`config.mk`:
```
export PLATFORM = sky130hd
export DESIGN_NAME = lpc_cycle_splitter
export DESIGN_NICKNAME = d
export VERILOG_FILES = /design/src/rtl/lpc_split_pkg.sv /design/src/rtl/lpc_align_check.sv /design/src/rtl/lpc_byte_engine.sv /design/src/rtl/lpc_cycle_splitter.sv
export SDC_FILE = /design/constraint.sdc
export NUM_CORES = 1
export LEC_CHECK = 0
export ABC_AREA = 1
export BUFFER_PORTS_ARGS = -buffer_cell sky130_fd_sc_hd__clkbuf_2
export CAP_MARGIN = 20
export CORE_MARGIN = 4
export CORE_UTILIZATION = 30
export CTS_CLUSTER_DIAMETER = 60
export CTS_CLUSTER_SIZE = 10
export DETAILED_ROUTE_END_ITERATION = 6
export GPL_TIMING_DRIVEN = 1
export PLACE_DENSITY = 0.59
export SLEW_MARGIN = 25
export SYNTH_ARGS = -nofsm -noshare
export SYNTH_HDL_FRONTEND = slang
export SYNTH_HIERARCHICAL = 1
export SYNTH_SLANG_ARGS = --single-unit
```
`constraint.sdc`:
```
create_clock -name clk -period 3.09 [get_ports clk]
set_input_delay 0.4635 -clock clk [delete_from_list [all_inputs] [get_ports clk]]
set_output_delay 0.4635 -clock clk [all_outputs]
set_load 0.01 [all_outputs]
```
`src/rtl/lpc_split_pkg.sv`:
```
package lpc_split_pkg;

  typedef enum logic [3:0] {
    B_IDLE,
    B_START,
    B_CTDIR,
    B_ADDR,
    B_WDATA,
    B_TARH,
    B_SYNC,
    B_RDATA,
    B_TARP,
    B_ABORT
  } bstate_e;

  localparam logic [3:0] NIB_START  = 4'b0000;
  localparam logic [3:0] NIB_ABORT  = 4'b1111;
  localparam logic [3:0] NIB_IDLE   = 4'b1111;
  localparam logic [3:0] SYNC_READY = 4'b0000;
  localparam logic [3:0] SYNC_SHORT = 4'b0101;
  localparam logic [3:0] SYNC_LONG  = 4'b0110;

  // type nibble: bit2 set for memory space, bit1 set for write
  function automatic logic [3:0] cyc_nib(input logic is_io, input logic is_wr);
    return {1'b0, ~is_io, is_wr, 1'b0};
  endfunction

endpackage

```
`src/rtl/lpc_align_check.sv`:
```
module lpc_align_check (
  input  logic [1:0] size,
  input  logic [1:0] addr_lo,
  output logic       misaligned
);

  always_comb begin
    unique case (size)
      2'b00:   misaligned = 1'b0;
      2'b01:   misaligned = addr_lo[0];
      default: misaligned = |addr_lo;
    endcase
  end

  always_comb begin
    if (size == 2'b00) begin
      a_r10_byte_never_flagged: assert (!misaligned);
    end
  end

endmodule

```
`src/rtl/lpc_byte_engine.sv`:
```
module lpc_byte_engine
  import lpc_split_pkg::*;
#(
  parameter int ADDR_W   = 32,
  parameter int TIMEOUT  = 4,
  parameter int TAR_CLKS = 2
) (
  input  logic              clk,
  input  logic              rst_n,
  input  logic              go,
  input  logic              io,
  input  logic              wr,
  input  logic [ADDR_W-1:0] addr,
  input  logic [7:0]        wdata,
  input  logic [3:0]        lad_in,
  output logic [3:0]        lad_out,
  output logic              lad_oe,
  output logic              lframe_n,
  output logic              byte_done,
  output logic [7:0]        byte_rdata
);

  localparam int MEM_NIBS = ADDR_W / 4;
  localparam int IO_NIBS  = 4;
  localparam int NIB_W    = $clog2(MEM_NIBS + TAR_CLKS + 1);
  localparam int TMO_W    = $clog2(TIMEOUT + 1);
  localparam logic [NIB_W-1:0] MEM_LAST = NIB_W'(MEM_NIBS - 1);
  localparam logic [NIB_W-1:0] IO_LAST  = NIB_W'(IO_NIBS - 1);
  localparam logic [NIB_W-1:0] TAR_LAST = NIB_W'(TAR_CLKS - 1);
  localparam logic [TMO_W-1:0] TMO_LAST = TMO_W'(TIMEOUT - 1);

  bstate_e          st;
  logic [NIB_W-1:0] nib_cnt;
  logic [TMO_W-1:0] tmo_cnt;
  logic [7:0]       rbyte;
  logic [NIB_W-1:0] addr_last;
  logic [ADDR_W-1:0] a_shift;
  logic             sync_wait;
  logic             sync_ok;

  assign addr_last = io ? IO_LAST : MEM_LAST;
  assign sync_wait = (lad_in == SYNC_SHORT) || (lad_in == SYNC_LONG);
  assign sync_ok   = sync_wait || (lad_in == SYNC_READY);
  assign a_shift   = addr >> {addr_last - nib_cnt, 2'b00};

  always_ff @(posedge clk or negedge rst_n) begin
    if (!rst_n) begin
      st      <= B_IDLE;
      nib_cnt <= '0;
      tmo_cnt <= '0;
      rbyte   <= '0;
    end else begin
      unique case (st)
        B_IDLE:  if (go) st <= B_START;
        B_START: st <= B_CTDIR;
        B_CTDIR: begin
          st      <= B_ADDR;
          nib_cnt <= '0;
        end
        B_ADDR: begin
          if (nib_cnt == addr_last) begin
            nib_cnt <= '0;
            st      <= wr ? B_WDATA : B_TARH;
          end else begin
            nib_cnt <= nib_cnt + 1'b1;
          end
        end
        B_WDATA: begin
          if (nib_cnt[0]) begin
            nib_cnt <= '0;
            st      <= B_TARH;
          end else begin
            nib_cnt <= nib_cnt + 1'b1;
          end
        end
        B_TARH: begin
          if (nib_cnt == TAR_LAST) begin
            nib_cnt <= '0;
            tmo_cnt <= '0;
            st      <= B_SYNC;
          end else begin
            nib_cnt <= nib_cnt + 1'b1;
          end
        end
        B_SYNC: begin
          if (lad_in == SYNC_READY) begin
            nib_cnt <= '0;
            st      <= wr ? B_TARP : B_RDATA;
          end else if (sync_wait) begin
            tmo_cnt <= '0;
          end else if (tmo_cnt == TMO_LAST) begin
            st <= B_ABORT;
          end else begin
            tmo_cnt <= tmo_cnt + 1'b1;
          end
        end
        B_RDATA: begin
          if (nib_cnt[0]) begin
            rbyte[7:4] <= lad_in;
            nib_cnt    <= '0;
            st         <= B_TARP;
          end else begin
            rbyte[3:0] <= lad_in;
            nib_cnt    <= nib_cnt + 1'b1;
          end
        end
        B_TARP: begin
          if (nib_cnt == TAR_LAST) begin
            nib_cnt <= '0;
            st      <= B_IDLE;
          end else begin
            nib_cnt <= nib_cnt + 1'b1;
          end
        end
        B_ABORT: st <= B_IDLE;
        default: st <= B_IDLE;
      endcase
    end
  end

  always_comb begin
    lad_out  = NIB_IDLE;
    lad_oe   = 1'b0;
    lframe_n = 1'b1;
    unique case (st)
      B_START: begin
        lad_out  = NIB_START;
        lad_oe   = 1'b1;
        lframe_n = 1'b0;
      end
      B_CTDIR: begin
        lad_out = cyc_nib(io, wr);
        lad_oe  = 1'b1;
      end
      B_ADDR: begin
        lad_out = a_shift[3:0];
        lad_oe  = 1'b1;
      end
      B_WDATA: begin
        lad_out = nib_cnt[0] ? wdata[7:4] : wdata[3:0];
        lad_oe  = 1'b1;
      end
      B_ABORT: begin
        lad_out  = NIB_ABORT;
        lad_oe   = 1'b1;
        lframe_n = 1'b0;
      end
      default: ;
    endcase
  end

  assign byte_done  = (st == B_ABORT) || ((st == B_TARP) && (nib_cnt == TAR_LAST));
  assign byte_rdata = (st == B_ABORT) ? 8'hFF : rbyte;

  // framing strobe carries only the start or abort nibble
  a_r9_frame_nibble: assert property (@(posedge clk) disable iff (!rst_n)
    !lframe_n |-> (lad_oe && (lad_out == NIB_START || lad_out == NIB_ABORT)));

  // a wait nibble keeps the cycle in sync
  a_r6_wait_holds: assert property (@(posedge clk) disable iff (!rst_n)
    (st == B_SYNC && sync_wait) |=> (st == B_SYNC));

  // abort only follows a silent sync clock
  a_r7_abort_after_quiet: assert property (@(posedge clk) disable iff (!rst_n)
    (st == B_ABORT) |-> ($past(st) == B_SYNC && !$past(sync_ok)));

  // the host is off the bus while the peripheral owns it
  a_r5_float_when_peripheral: assert property (@(posedge clk) disable iff (!rst_n)
    (st == B_SYNC || st == B_RDATA || st == B_TARP || st == B_TARH) |-> !lad_oe);

endmodule

```
`src/rtl/lpc_cycle_splitter.sv`:
```
module lpc_cycle_splitter
  import lpc_split_pkg::*;
#(
  parameter int ADDR_W       = 32,
  parameter int DATA_W       = 32,
  parameter int SYNC_TIMEOUT = 4,
  parameter int TAR_CLKS     = 2
) (
  input  logic              clk,
  input  logic              rst_n,
  input  logic              req_valid,
  output logic              req_ready,
  input  logic              req_io,
  input  logic              req_write,
  input  logic [1:0]        req_size,
  input  logic [ADDR_W-1:0] req_addr,
  input  logic [DATA_W-1:0] req_wdata,
  output logic              cpl_valid,
  output logic [DATA_W-1:0] cpl_rdata,
  output logic [3:0]        lad_out,
  output logic              lad_oe,
  input  logic [3:0]        lad_in,
  output logic              lframe_n,
  input  logic [1:0]        bm_size,
  input  logic [1:0]        bm_addr,
  output logic              bm_misaligned
);

  localparam int NBYTES = DATA_W / 8;
  localparam int IDX_W  = $clog2(NBYTES);
  localparam logic [IDX_W-1:0] IDX_MAX = IDX_W'(NBYTES - 1);

  logic              active;
  logic [IDX_W-1:0]  idx;
  logic [IDX_W-1:0]  last;
  logic [IDX_W-1:0]  size_last;
  logic              io_q;
  logic              wr_q;
  logic [ADDR_W-1:0] addr_q;
  logic [DATA_W-1:0] wdata_q;
  logic              accept;
  logic              byte_done;
  logic [7:0]        byte_rdata;
  logic [ADDR_W-1:0] byte_addr;
  logic [7:0]        byte_wdata;
  logic              final_byte;

  assign req_ready  = !active;
  assign accept     = req_valid && req_ready;
  assign byte_addr  = addr_q + ADDR_W'(idx);
  assign byte_wdata = wdata_q[idx*8 +: 8];
  assign final_byte = byte_done && (idx == last);

  always_comb begin
    unique case (req_size)
      2'b00:   size_last = '0;
      2'b01:   size_last = IDX_W'(1);
      default: size_last = IDX_MAX;
    endcase
  end

  always_ff @(posedge clk or negedge rst_n) begin
    if (!rst_n) begin
      active    <= 1'b0;
      idx       <= '0;
      last      <= '0;
      io_q      <= 1'b0;
      wr_q      <= 1'b0;
      addr_q    <= '0;
      wdata_q   <= '0;
      cpl_valid <= 1'b0;
    end else begin
      cpl_valid <= final_byte;
      if (accept) begin
        active  <= 1'b1;
        idx     <= '0;
        last    <= size_last;
        io_q    <= req_io;
        wr_q    <= req_write;
        addr_q  <= req_addr;
        wdata_q <= req_wdata;
      end else if (byte_done) begin
        if (idx == last) active <= 1'b0;
        else             idx    <= idx + 1'b1;
      end
    end
  end

  for (genvar i = 0; i < NBYTES; i++) begin : g_lane
    logic [7:0] lane_q;
    always_ff @(posedge clk or negedge rst_n) begin
      if (!rst_n)                                            lane_q <= '0;
      else if (accept)                                       lane_q <= '0;
      else if (byte_done && !wr_q && idx == IDX_W'(i))      lane_q <= byte_rdata;
    end
    assign cpl_rdata[i*8 +: 8] = lane_q;
  end

  lpc_byte_engine #(
    .ADDR_W   (ADDR_W),
    .TIMEOUT  (SYNC_TIMEOUT),
    .TAR_CLKS (TAR_CLKS)
  ) u_engine (
    .clk        (clk),
    .rst_n      (rst_n),
    .go         (active),
    .io         (io_q),
    .wr         (wr_q),
    .addr       (byte_addr),
    .wdata      (byte_wdata),
    .lad_in     (lad_in),
    .lad_out    (lad_out),
    .lad_oe     (lad_oe),
    .lframe_n   (lframe_n),
    .byte_done  (byte_done),
    .byte_rdata (byte_rdata)
  );

  lpc_align_check u_align (
    .size       (bm_size),
    .addr_lo    (bm_addr),
    .misaligned (bm_misaligned)
  );

  // completion is a single-clock pulse
  a_r8_done_pulse: assert property (@(posedge clk) disable iff (!rst_n)
    cpl_valid |=> !cpl_valid);

  // taking a request closes the port until completion
  a_r1_busy_after_accept: assert property (@(posedge clk) disable iff (!rst_n)
    (req_valid && req_ready) |=> !req_ready);

  // completion always reopens the request port
  a_r11_ready_at_done: assert property (@(posedge clk) disable iff (!rst_n)
    cpl_valid |-> req_ready);

endmodule

```
==> impl_metrics.py <==
metrics = {
    "cts": {
        "clock_latency_ns": 0.43,
        "cts_tree": "yes",
        "cts_made_buffers": 17,
        "cts.path.max_buffers": 2,
        "clk_pin_slew_ns": 0.07,
        "cts_root_buffer": "clkbuf_16",
        "cts_max_level": 4,
        "cts_sinks": 123,
    },
    "sta": {
        "tightest_slew_ns": 0.6077,
        "worst_slack_ns": -0.05271,
        "relSlewSlack_pct": 59.17,
        "fmax_mhz": 318.2,
        "finClkSkew_ns": 0.01936,
        "rsz0062_at_grt": "true",
        "min_period_ns": 3.143,
        "finalSetupTns_ns": -0.05271,
        "finalHoldViolCount": 0,
        "setup_viol": 1,
        "fin_crit_sh_pct": 101.7,
        "slew_viol_final": 0,
    },
    "worst_setup_path": {
        "cpPeakStageDelay_ns": 0.39,
        "crit_chain": "ha_2 -> inv_2 -> fa_2 -> nor2_4 -> nand2_4 -> buf_12 -> nor2_4 -> xor2_1 -> nor2_1 -> o211ai_1 -> nand3_1 -> nand2_2 -> buf_6",
        "cpMostUsedCell": "nor2_4",
        "cp-end-kind": "output port",
        "slowest_stage": "fa_2",
        "critPathLaunchType": "flop",
        "path_class": "flop to output port",
        "arrival_ns": 2.68,
        "required_ns": 2.63,
        "cp_max_fo": 4,
    },
    "route": {
        "vias": 6698,
        "wl_per_cell_um": 13.86,
        "drt_iter0_drc": 408,
        "wirelength_mm": 20.20,
        "dr.pass1.iters": 4,
        "drc": 0,
        "postRouteAntennaNets": 0,
        "viasPerCell": 4.597,
    },
    "yosys": {
        "synth_top_area_share_pct": 43.25,
        "async_reset_ff_share_pct": 100.0,
        "ys_top_cells_by_area": "dfrtp_1 43%, nand2_1 23%, nor2_1 5.4%",
        "yosysWarnings": 6,
        "synth_edf_count": 0,
        "synth-seq-area-share_pct": 43.25,
        "ys.flop_type": "dfrtp_1",
        "yosysTopAreaCell": "dfrtp_1",
        "ys_ff_latch": 123,
        "synth_nets": 1088,
        "syn_area_um2": 7117,
        "avgSynthCellArea_um2": 7.145,
        "synth_cell_types": 35,
        "syn_inst": 996,
    },
    "global_routing": {
        "grt_use_met2_pct": 24.47,
        "grt_util_met3_pct": 3.172,
        "grt.total_usage_pct": 15.98,
        "grt_pass1_vias": 6700,
        "globalRouteMet1Util_pct": 22.65,
        "grt_pass1_wl_mm": 33.99,
        "busiest_layer": "met2",
        "antenna_found_initial": 0,
        "grt_max_degree": 105,
        "grt-ovfl-total": 0,
    },
    "flow_run": {
        "maxCapViolations": 0,
    },
    "place": {
        "pre_cts_slack_ns": 0.2848,
        "place.gp.congestion": 0.9070,
        "io_buffers": 119,
        "dp_hpwl_mm": 15.01,
    },
    "die": {
        "ios": 120,
        "die_w_um": 162.0,
        "core_area_um2": 23400,
        "fp-row-count": 56,
        "start_util_pct": 30.41,
        "die_h_um": 162.0,
        "die-area_um2": 26250,
    },
    "layout": {
        "post-route-util_pct": 37.73,
        "antennaDiodeCount": 0,
        "final_layout_size_suffix_gt1_share_pct": 20.47,
        "nFillCells": 2525,
        "syn_to_final_growth_pct": 24.07,
        "fin_nets": 1217,
    },
    "run_status": {
        "status": "finished, violations left",
        "violations": "negative setup slack",
    },
    "hold_path": {
        "hold_path.class": "primary input to flop",
    },
    "pwr": {
        "power_mw": 8.901,
        "powerDensity_nw_per_um2": 1008,
        "total_leakage_power_nw": 4.672,
        "ir_drop_mv": 0.3628,
    },
}
## layout by cell type (no fill, tap or decap), drive strengths merged, types with 2 or more instances in the layout
| cell type | Yosys | final |
|---|---|---|
| nand3 | 74 | 74 |
| o22ai | 8 | 8 |
| xnor2 | 8 | 8 |
| clkinvlp | 0 | 2 |
| buf | 19 | 24 |
| nand4 | 2 | 2 |
| and2 | 2 | 2 |
| o21ai | 56 | 56 |
| inv | 63 | 72 |
| clkbuf | 12 | 133 |
| nor2 | 125 | 125 |
| ha | 12 | 12 |
| nand2 | 444 | 444 |
| dfrtp | 123 | 123 |
| xor2 | 12 | 12 |
| a21oi | 7 | 7 |
| nand3b | 14 | 14 |
| clkinv | 1 | 5 |
| o211ai | 8 | 8 |
| nor3 | 4 | 4 |
## layer usage
layer / vias up / wire length [um]
met5: - / 0
li1: 3394 / -
met1: 3103 / 9713
met2: 175 / 9108
met4: 0 / 428
met3: 26 / 947
## cell usage after synthesis, types with 2 or more instances
cell and instances:
nor3_1 3, inv_1 59, ha_1 12, nor2_2 13
dfrtp_1 123, o21ai_0 50, nand2_4 3, o22ai_1 8
buf_2 18, o21ai_1 5, inv_2 4, nor2_1 102
a21oi_1 7, nand3_2 5, nor2_4 9, clkbuf_1 11
nand3b_1 14, xor2_1 11, nand2_2 14, o211ai_1 8
xnor2_1 8, nand4_1 2, nand2_1 427, nand3_1 69
## state kept, by name (all words and copies together), names as in the netlist
name              cells
u_engine/tmo_cnt      3
wr_q                  1
u_engine/st           4
addr_q               32
active                1
idx                   2
u_engine/rbyte        8
last                  2
u_engine/nib_cnt      4
g_lane.lane_q        32
cpl_valid             1
wdata_q              32
io_q                  1
## final timing paths
| path | start | to | slack (ns) | cells past startpoint |
|---|---|---|---|---|
| max | addr_q[0]$_DFFE_PN0P_ | lad_out[0] | -0.05 | 13 |
| min | req_wdata[22] | wdata_q[22]$_DFFE_PN0P_ | 0.23 | 3 |
| max reg2reg | u_engine/st[0]$_DFFE_PN0P_ | g_lane[0].lane_q[7]$_DFFE_PN0P_ | 0.94 | 9 |
| min reg2reg | wdata_q[11]$_DFFE_PN0P_ | wdata_q[11]$_DFFE_PN0P_ | 0.48 | 2 |
| max in group asynchronous | rst_n | addr_q[25]$_DFFE_PN0P_ | 1.89 | 3 |
| min in group asynchronous | rst_n | u_engine/rbyte[3]$_DFFE_PN0P_ | 0.44 | 2 |
## timing repair
item	4_1_cts	5_1_grt
setup endpoints to repair	2	4
resized for setup	2	16
hold buffers	1	0
buffers inserted	1	7
endpoints found under the hold margin	13	0
pin swaps	1	13
## cell type report
cell class,count,area (um^2),share of cell area (%)
well taps,319,399.1,4.520
inverters,64,240.2,2.721
multi-input cells,778,3709,42.00
clock buffers,17,425.4,4.818
clock inverters,15,168.9,1.913
repair buffers,141,809.5,9.168
flip-flops and latches,123,3078,34.86
## cells by family (layout without fill, tap and decap cells)
family / Yosys count / after routing / share of synthesized area, %
AO/OA/AOI/OAI: 80 / 80 / 6.136
flip-flops: 123 / 123 / 43.25
adder cells (fa/ha/maj): 13 / 13 / 2.391
XOR/XNOR: 20 / 20 / 2.567
buffers and inverters: 95 / 237 / 5.344
AND/OR/NAND/NOR: 665 / 665 / 40.31
## per-stage QoR
step	hold slack, ns	instance area [um^2]	instances
after global routing	0.2299	8830	1457
final	0.2339	8830	1457
after detailed placement	0.3488	8104	1416
after CTS	0.2212	8721	1450
after floorplan	0.1679	7117	996
after global placement	0.3479	8104	1416
## report_power, final
part           leakage (nW)  total [mW]  internal [mW]  switching [mW]
clock                 0.284        1.98           1.09           0.894
combinational          2.88        3.87           1.48            2.39
sequential             1.51        3.05           2.37           0.678
total                  4.67        8.90           4.94            3.97
## critical path, delay by kind of cell, from the launching register on
| kind | cells | cell delay, ns |
|---|---|---|
| simple gates | 6 | 0.70 |
| fa+ha+maj | 2 | 0.58 |
| flops | 1 | 0.36 |
| buf+inv | 3 | 0.27 |
| compound gates | 1 | 0.19 |
| xor+xnor | 1 | 0.15 |
Note: power is estimated with default switching activity, not from simulation.
